**src/rtl/tick_timer_pkg.sv**
```systemverilog
package tick_timer_pkg;
    localparam int unsigned OFS_CTRL  = 32'h10;
    localparam int unsigned OFS_START = 32'h14;
    localparam int unsigned OFS_COUNT = 32'h18;
    localparam int unsigned OFS_CALIB = 32'h1C;

    localparam int unsigned CB_RUN    = 0;
    localparam int unsigned CB_REQ    = 1;
    localparam int unsigned CB_SRC    = 2;
    localparam int unsigned CB_ZFLAG  = 16;
endpackage

```
**src/rtl/tick_src_select.sv**
```systemverilog
module tick_src_select (
    input  logic run_en,
    input  logic src_core,
    input  logic ref_strobe,
    input  logic hold,
    output logic tick
);
    // a control write freezes the count for its own cycle
    always_comb begin
        tick = run_en && !hold && (src_core || ref_strobe);
    end
endmodule

```
**src/rtl/tick_counter.sv**
```systemverilog
module tick_counter #(
    parameter int unsigned CNT_W = 24
) (
    input  logic             clk,
    input  logic             rst_n,
    input  logic             tick,
    input  logic             load,
    input  logic [CNT_W-1:0] start_val,
    output logic [CNT_W-1:0] count,
    output logic             zero_evt,
    output logic             stop_req
);
    localparam logic [CNT_W-1:0] ONE = CNT_W'(1);

    typedef struct packed {
        logic [CNT_W-1:0] cnt;
    } cnt_state_t;

    cnt_state_t st_d, st_q;

    always_comb begin
        st_d     = st_q;
        zero_evt = 1'b0;
        stop_req = 1'b0;
        if (load) begin
            st_d.cnt = start_val;
        end else if (tick) begin
            if (st_q.cnt == ONE) begin
                st_d.cnt = '0;
                zero_evt = 1'b1;
            end else if (st_q.cnt == '0) begin
                if (start_val == '0) begin
                    stop_req = 1'b1;
                end else begin
                    st_d.cnt = start_val;
                end
            end else begin
                st_d.cnt = st_q.cnt - ONE;
            end
        end
    end

    always_ff @(posedge clk) begin
        if (!rst_n) st_q <= '0;
        else        st_q <= st_d;
    end

    assign count = st_q.cnt;

    AST_LOAD_TAKES_START: assert property (@(posedge clk) disable iff (!rst_n)
        load |=> (st_q.cnt == $past(start_val)));
    AST_STEP_DOWN: assert property (@(posedge clk) disable iff (!rst_n)
        (tick && !load && st_q.cnt > ONE) |=> (st_q.cnt == $past(st_q.cnt) - ONE));
    AST_ZERO_AFTER_EVT: assert property (@(posedge clk) disable iff (!rst_n)
        zero_evt |=> (st_q.cnt == '0));
endmodule

```
**src/rtl/tick_regs.sv**
```systemverilog
module tick_regs
    import tick_timer_pkg::*;
#(
    parameter int unsigned ADDR_W = 8,
    parameter int unsigned DATA_W = 32,
    parameter int unsigned CNT_W  = 24
) (
    input  logic              clk,
    input  logic              rst_n,
    input  logic              bus_wr,
    input  logic              bus_rd,
    input  logic [ADDR_W-1:0] bus_addr,
    input  logic [DATA_W-1:0] bus_wdata,
    output logic [DATA_W-1:0] bus_rdata,
    input  logic [DATA_W-1:0] calib_word,
    input  logic [CNT_W-1:0]  count,
    input  logic              zero_evt,
    input  logic              stop_req,
    output logic              run_en,
    output logic              src_core,
    output logic              hold,
    output logic              load,
    output logic [CNT_W-1:0]  start_val,
    output logic              pend_pulse
);
    localparam int unsigned PAD_W = DATA_W - CNT_W;

    typedef struct packed {
        logic             run;
        logic             req;
        logic             src;
        logic             zflag;
        logic             pend;
        logic [CNT_W-1:0] start;
    } reg_state_t;

    reg_state_t st_d, st_q;
    logic sel_ctrl, sel_start, sel_count, sel_calib;
    logic wr_ctrl, wr_start, wr_count, rd_ctrl;
    logic unused_wdata_hi;

    assign unused_wdata_hi = ^bus_wdata[DATA_W-1:CNT_W];

    always_comb begin
        sel_ctrl  = (bus_addr == ADDR_W'(OFS_CTRL));
        sel_start = (bus_addr == ADDR_W'(OFS_START));
        sel_count = (bus_addr == ADDR_W'(OFS_COUNT));
        sel_calib = (bus_addr == ADDR_W'(OFS_CALIB));
        wr_ctrl   = bus_wr && sel_ctrl;
        wr_start  = bus_wr && sel_start;
        wr_count  = bus_wr && sel_count;
        rd_ctrl   = bus_rd && sel_ctrl;

        hold = wr_ctrl;
        load = wr_count
            || (wr_ctrl && bus_wdata[CB_RUN]
                && (!st_q.run || (bus_wdata[CB_SRC] != st_q.src)));

        st_d      = st_q;
        st_d.pend = zero_evt && st_q.req;
        if (wr_ctrl) begin
            st_d.run = bus_wdata[CB_RUN];
            st_d.req = bus_wdata[CB_REQ];
            st_d.src = bus_wdata[CB_SRC];
        end else if (stop_req) begin
            st_d.run = 1'b0;
        end
        if (wr_start) st_d.start = bus_wdata[CNT_W-1:0];
        if (rd_ctrl || wr_count) st_d.zflag = 1'b0;
        if (zero_evt) st_d.zflag = 1'b1;

        bus_rdata = '0;
        if (sel_ctrl) begin
            bus_rdata[CB_RUN]   = st_q.run;
            bus_rdata[CB_REQ]   = st_q.req;
            bus_rdata[CB_SRC]   = st_q.src;
            bus_rdata[CB_ZFLAG] = st_q.zflag;
        end else if (sel_start) begin
            bus_rdata = {{PAD_W{1'b0}}, st_q.start};
        end else if (sel_count) begin
            bus_rdata = st_q.run ? {{PAD_W{1'b0}}, count} : '0;
        end else if (sel_calib) begin
            bus_rdata = calib_word;
        end
    end

    always_ff @(posedge clk) begin
        if (!rst_n) st_q <= '0;
        else        st_q <= st_d;
    end

    assign run_en     = st_q.run;
    assign src_core   = st_q.src;
    assign start_val  = st_q.start;
    assign pend_pulse = st_q.pend;

    AST_FLAG_ON_ZERO: assert property (@(posedge clk) disable iff (!rst_n)
        zero_evt |=> st_q.zflag);
    AST_PEND_SINGLE: assert property (@(posedge clk) disable iff (!rst_n)
        st_q.pend |=> !st_q.pend);
    AST_STOP_CLEARS_RUN: assert property (@(posedge clk) disable iff (!rst_n)
        stop_req |=> !st_q.run);
    AST_CTRL_KEEPS_FLAG: assert property (@(posedge clk) disable iff (!rst_n)
        (wr_ctrl && !zero_evt && !bus_rd) |=> (st_q.zflag == $past(st_q.zflag)));
endmodule

```
**src/rtl/tick_down_timer.sv**
```systemverilog
module tick_down_timer #(
    parameter int unsigned ADDR_W = 8,
    parameter int unsigned DATA_W = 32,
    parameter int unsigned CNT_W  = 24
) (
    input  logic              clk,
    input  logic              rst_n,
    input  logic              bus_wr,
    input  logic              bus_rd,
    input  logic [ADDR_W-1:0] bus_addr,
    input  logic [DATA_W-1:0] bus_wdata,
    output logic [DATA_W-1:0] bus_rdata,
    input  logic              ref_strobe,
    input  logic [DATA_W-1:0] calib_word,
    output logic              pend_pulse
);
    logic             run_en, src_core, hold, load, tick;
    logic             zero_evt, stop_req;
    logic [CNT_W-1:0] start_val, count;

    tick_regs #(.ADDR_W(ADDR_W), .DATA_W(DATA_W), .CNT_W(CNT_W)) u_regs (
        .clk        (clk),
        .rst_n      (rst_n),
        .bus_wr     (bus_wr),
        .bus_rd     (bus_rd),
        .bus_addr   (bus_addr),
        .bus_wdata  (bus_wdata),
        .bus_rdata  (bus_rdata),
        .calib_word (calib_word),
        .count      (count),
        .zero_evt   (zero_evt),
        .stop_req   (stop_req),
        .run_en     (run_en),
        .src_core   (src_core),
        .hold       (hold),
        .load       (load),
        .start_val  (start_val),
        .pend_pulse (pend_pulse)
    );

    tick_src_select u_sel (
        .run_en     (run_en),
        .src_core   (src_core),
        .ref_strobe (ref_strobe),
        .hold       (hold),
        .tick       (tick)
    );

    tick_counter #(.CNT_W(CNT_W)) u_cnt (
        .clk       (clk),
        .rst_n     (rst_n),
        .tick      (tick),
        .load      (load),
        .start_val (start_val),
        .count     (count),
        .zero_evt  (zero_evt),
        .stop_req  (stop_req)
    );

    AST_IDLE_NO_PULSE: assert property (@(posedge clk) disable iff (!rst_n)
        (!run_en && !$past(run_en)) |-> !pend_pulse);
endmodule

```
**config.mk**
```make
export PLATFORM = sky130hd
export DESIGN_NAME = tick_down_timer
export DESIGN_NICKNAME = d
export VERILOG_FILES = /design/src/rtl/tick_timer_pkg.sv /design/src/rtl/tick_src_select.sv /design/src/rtl/tick_counter.sv /design/src/rtl/tick_regs.sv /design/src/rtl/tick_down_timer.sv
export SDC_FILE = /design/constraint.sdc
export NUM_CORES = 1
export LEC_CHECK = 0
export BUFFER_PORTS_ARGS = -buffer_cell sky130_fd_sc_hd__buf_2
export CAP_MARGIN = 5
export CORE_MARGIN = 3
export CORE_UTILIZATION = 50
export CTS_CLUSTER_SIZE = 24
export DETAILED_ROUTE_END_ITERATION = 10
export PLACE_DENSITY_LB_ADDON = 0.12
export SLEW_MARGIN = 20
export SYNTH_ARGS = -nofsm -noshare
export SYNTH_HDL_FRONTEND = slang
export SYNTH_SLANG_ARGS = --single-unit
```
**constraint.sdc**
```tcl
create_clock -name clk -period 2.6 [get_ports clk]
set_input_delay 0.26 -clock clk [delete_from_list [all_inputs] [get_ports clk]]
set_output_delay 0.26 -clock clk [all_outputs]
set_load 0.1 [all_outputs]
```
Word level (Yosys, flattened, before mapping)
Index checks and enable logic that the tools add are counted.
{ "totals": {"mem_bits_rw": 0, "regBits": 53, "word_cells": 61, "latchBits": 0, "output_inout_bits": 33, "inputBits": 77, "mem_bits_ro": 0, "memories": 0} }
{ "op_classes": {"n_addsub": 1, "n_eq_ne": 7, "mul": 0, "shift": 0, "bitwise_logic": 0, "n_div": 0, "reduce_logical": 21, "mux": 25, "n_lt_le_gt_ge": 0} }
{ "ops": {"columns": ["operator", "n"], "rows": [
  ["2-to-1 mux 24 bit", 6],
  ["2-to-1 mux 32 bit", 3],
  ["zero test 24 bit", 2],
  ["equality test 8 x 5 -> 1 bit (second input constant)", 4],
  ["equality test 24 x 1 -> 1 bit (second input constant)", 1],
  ["subtractor 24 x 1 -> 24 bit (second input constant)", 1],
  ["2-to-1 mux 15 bit", 1],
  ["2-to-1 mux 1 bit", 13],
  ["2-to-1 mux 13 bit", 1],
  ["logical AND 1 bit", 9],
  ["nonzero test 2 bit", 3],
  ["logical OR 1 bit", 4],
  ["inequality test 4 x 3 -> 1 bit (second input constant)", 1],
  ["2-to-1 mux 3 bit", 1],
  ["zero test 1 bit", 2],
  ["AND reduction 2 bit", 1],
  ["inequality test 1 bit", 1]
]} }

Logic depth before layout (Yosys ltp)
{ "logic_depth": {"depth_word": 9, "ltp_mapped": 10, "mapped_depth_nobuf": 8} }

By module
From an unflattened synthesis, not the netlist that was laid out.
{ "hier_totals": {"hier_cells": 547, "hier_area_um2": 4277.9} }
{ "modules_own_cells": {"columns": ["module", "seq_area_each_um2", "area_each_um2", "cells_per_inst", "n_inst"], "rows": [
  ["tick_regs", 580.6, 2397.3, 309, 1],
  ["tick_counter", 480.5, 1864.3, 236, 1],
  ["tick_src_select", 0.0, 16.3, 2, 1]
]} }

Worst setup path before layout
OpenSTA, ideal clock, no wires.
{ "synth_path": {"path_type": "input -> output", "from": "input port bus_addr[1]", "to": "output port bus_rdata[1]", "setup_slack_ns": -0.609, "stages": 6, "required_time_ns": 2.340, "n_path_buf": 1, "t_arrival_ns": 2.949, "cell_sequence": "or4b_1 nor3_1 and3_1 buf_2 a222oi_1 mux2i_1"} }
{ "synth_via": {"elab_chain_len": 5, "elab_cells_between_ends": 8, "classes_between": "eq/ne (4); mux (4)"} }
{ "synth_rtl": {"columns": ["item", "line_no", "text"], "rows": [
  ["start: declaration", "tick_down_timer.sv:10", "input logic [ADDR_W-1:0] bus_addr,"],
  ["equality test 8 x 5 -> 1 bit", "tick_regs.sv:48", "sel_calib = (bus_addr == ADDR_W'(OFS_CALIB));"],
  ["2-to-1 mux 32 bit", "tick_regs.sv:82", "end else if (sel_calib) begin"],
  ["2-to-1 mux 32 bit", "tick_regs.sv:80", "end else if (sel_count) begin"],
  ["2-to-1 mux 32 bit", "tick_regs.sv:78", "end else if (sel_start) begin"],
  ["2-to-1 mux 3 bit (*)", "tick_regs.sv:73", "if (sel_ctrl) begin"],
  ["end: declaration", "tick_down_timer.sv:12", "output logic [DATA_W-1:0] bus_rdata,"]
]} }
Mark *: on every way between the ends. The rest lies on a longest branch, timed or not.

Worst setup path after layout
{ "layout_path": {"from": "input port bus_addr[1]", "to": "output port bus_rdata[11]"} }
{ "layout_via": {"elab_chain_len": 5, "elab_cells_between_ends": 8, "classes_between": "eq/ne (4); mux (4)"} }
{ "layout_rtl": {"columns": ["item", "line_no"], "rows": [
  ["equality test 8 x 5 -> 1 bit", "tick_regs.sv:48"],
  ["2-to-1 mux 32 bit", "tick_regs.sv:82"],
  ["2-to-1 mux 32 bit", "tick_regs.sv:80"],
  ["2-to-1 mux 32 bit", "tick_regs.sv:78"],
  ["2-to-1 mux 13 bit (*)", "tick_regs.sv:73"]
]} }
Marks and branches as above.

==> reports/qor.yml <==
run_status:
  status: "complete, no violations"
floorplanning:
  die_w_um: 89.7
  core-area_sq_um: 6570
  fp-row-count: 29
  io_pins: 110
  initial_utilization: 0.533
  die_h_um: 89.7
  die_area_sq_um: 8040
synth:
  synth.distinct_cells: 56
  synth_flop_cell: "dfxtp_1"
  syn_nets: 537
  netlist_area_sq_um: 3500
  avgSynthCellArea_sq_um: 7.66
  synth_edf_count: 0
  synthArstFlopShare: 0
  yosys_warnings: 0
  ys_ff_latch: 53
  postSynthCellCount: 457
  yosysSeqAreaShare: 0.303
routing:
  via_count: 3734
  ant_nets: 0
  firstDrtPassIters: 6
  post_drt_wl_per_cell_um: 16.0
  via_per_inst: 5.76
  drc: 0
  drt_iter0_markers: 274
  wl_mm: 10.4
placement:
  post_dp_cell_area_sq_um: 4630
  io_buffers: 101
  dp_hpwl_mm: 7.86
  post-place-ws_ns: 0.191
  place_congestion: 0.903
sta:
  finalHoldViolations: 0
  setup_viol: 0
  rsz0062_at_grt: "no"
  fmax_mhz: 409
  hold-worst-slack_ns: 0.176
  maxSlewViolCount: 0
  fin_crit_ns: 2.45
  tightest_slew_ns: 0.856
  fin_crit_sh: 0.941
  setup_tns_ns: 0
  finalWorstSetupSlack_ns: 0.153
  max_slew_margin: 0.429
  skew_ns: 0.00846
clocking:
  postCtsResizedCells: 0
  cts_tree: "yes"
  clockRootBuffer: "clkbuf_8"
  clkTransAtPathRegs_ns: 0.10
  clk_path_buf_depth: 2
  cts_max_level: 2
  cts_hold_buf: 0
  clock_latency_ns: 0.31
  cts_buffers: 5
  clkSinkCount: 53
  postCtsSetupBuffers: 0
global_routing:
  grt_max_degree: 54
  track_usage: 0.265
  antenna_found_initial: 0
  overflow: 0
  first_global_vias: 3509
  grt_pass1_wl_mm: 16.8
critical_path:
  critical_path.startpoint_type: "input pin"
  slowest_delay_ns: 0.53
  crit_fanout: 17
  critical_path_arrival_ns: 2.19
  cp_cell_sequence: "buf_2 -> or4b_1 -> nor3_1 -> and3_1 -> buf_4 -> a22oi_1 -> nand2_2 -> buf_12"
  cpMaxStageDelayCell: "or4b_1"
  rr_startpoint: "u_cnt.count[18]$_SDFFE_PN0P_"
  rr_worst_depth: 7
  crit_type: "input pin to output pin"
  crit_required_ns: 2.34
  r2r_end: "u_cnt.count[21]$_SDFFE_PN0P_"
  critPathCaptureType: "output pin"
  r2r_slack_ns: 0.24
min_path:
  worstHoldStart: "bus_wdata[3]"
  whs_endpoint: "u_regs.start_val[3]$_SDFFE_PN0P_"
  min_path_cells: 3
  hold_path.class: "input pin to flip-flop"
layout:
  drive_gt1_frac: 0.317
  antenna_cells: 0
  utilization: 0.723
  num-nets-final: 634
  fin_area_sq_um: 4750
  area_delta_synth_final_pct: 35.7
power_and_ir_drop:
  power.switching_uw: 370
  p_leak_nw: 2.08
  p_per_area_nw_per_um2: 332
  clkPwrFrac: 0.376
  swShare: 0.235
  p_int_mw: 1.21
  pwr-share-comb: 0.108
  p_seq_frac: 0.517
  ir_drop_v: 0.000225
run:
  maxCapViolCount: 0
routing by layer:
layer	track usage	part of all wire	vias up
li1	-	-	1838
met1	0.350	0.43	1692
met2	0.445	0.47	184
met3	0.0310	0.079	20
met4	0.0934	0.015	0
met5	0	0	-
registers in the layout, indices dropped and copies added, names as in the netlist:
| signal | flops |
|---|---|
| u_regs.start_val | 24 |
| u_regs.src_core | 1 |
| u_cnt.count | 24 |
| u_regs.st_q | 2 |
| u_regs.pend_pulse | 1 |
| u_regs.run_en | 1 |
critical path, delay by kind of cell:
| family | cells | cell delay, ns |
|---|---|---|
| compound gates | 1 | 0.13 |
| simple gates | 4 | 1.23 |
| buf+inv | 3 | 0.55 |
layout make-up:
type / count / area (sq um)
clock inverters: 2 / 37.5
multi-input cells: 359 / 2270
repair buffers: 126 / 1140
well taps: 93 / 116
clock buffers: 6 / 82.6
fillers: 530 / 1820
inverters: 9 / 33.8
flip-flops and latches: 53 / 1060
stage by stage:
step,power (mW),cells
floorplan,0.922,457
global placement,1.00,640
detailed placement,1.00,640
CTS,1.58,648
global route,1.63,648
finish,1.58,648
cell usage after synthesis (10+ instances only):
| cell type | number | area share |
|---|---|---|
| buf_2 | 16 | 0.023 |
| dfxtp_1 | 53 | 0.30 |
| nor3_1 | 11 | 0.016 |
| nor2_1 | 18 | 0.019 |
| a21oi_1 | 12 | 0.017 |
| nand2_1 | 114 | 0.12 |
| xor2_1 | 11 | 0.028 |
| nor4_1 | 10 | 0.018 |
| o21ai_0 | 11 | 0.016 |
| o211a_1 | 12 | 0.034 |
| clkbuf_1 | 14 | 0.015 |
| a22oi_1 | 32 | 0.069 |
| a21boi_0 | 26 | 0.056 |
cells in the final DEF (no fill, tap or decap), types with 12 or more instances in the layout:
cell      Yosys  final
dfxtp_1      53     53
nor2_1       18     14
a21boi_0     26     26
a21oi_1      12     12
buf_4         4     25
o211a_1      12     12
nand2_2       0     12
buf_2        16     71
a22oi_1      32     32
buf_12        0     30
nand2_1     114    102
power groups by stage:
stage,Combinational (mW),Clock (mW),Sequential (mW)
2_1_floorplan,0.0894,0,0.833
3_3_place_gp,0.166,0,0.834
3_5_place_dp,0.168,0,0.834
4_1_cts,0.169,0.600,0.815
5_1_grt,0.186,0.626,0.815
6_report,0.170,0.592,0.815
worst max-delay path by stage:
stage / start / to / slack, ns / cells past startpoint
after floorplan: bus_addr[1] / bus_rdata[1] / -0.16 / 6
after global placement: bus_addr[1] / bus_rdata[15] / 0.23 / 8
after detailed placement: bus_addr[1] / bus_rdata[11] / 0.19 / 8
after CTS: bus_addr[1] / bus_rdata[11] / 0.18 / 8
after global routing: u_cnt.count[0]$_SDFFE_PN0P_ / u_cnt.count[21]$_SDFFE_PN0P_ / 0.002 / 7
final: bus_addr[1] / bus_rdata[11] / 0.15 / 8
logic make-up (layout without fill, tap and decap cells):
kind of cell / Yosys count / count (layout) / synth area share
buffers and inverters: 45 / 143 / 0.0626
adder cells (fa/ha/maj): 3 / 3 / 0.0107
AND/OR/NAND/NOR: 205 / 205 / 0.286
AO/OA/AOI/OAI: 132 / 132 / 0.287
XOR/XNOR: 14 / 14 / 0.0350
flip-flops: 53 / 53 / 0.303
multiplexers: 5 / 5 / 0.0150
Note: power is estimated with default switching activity, not from simulation.
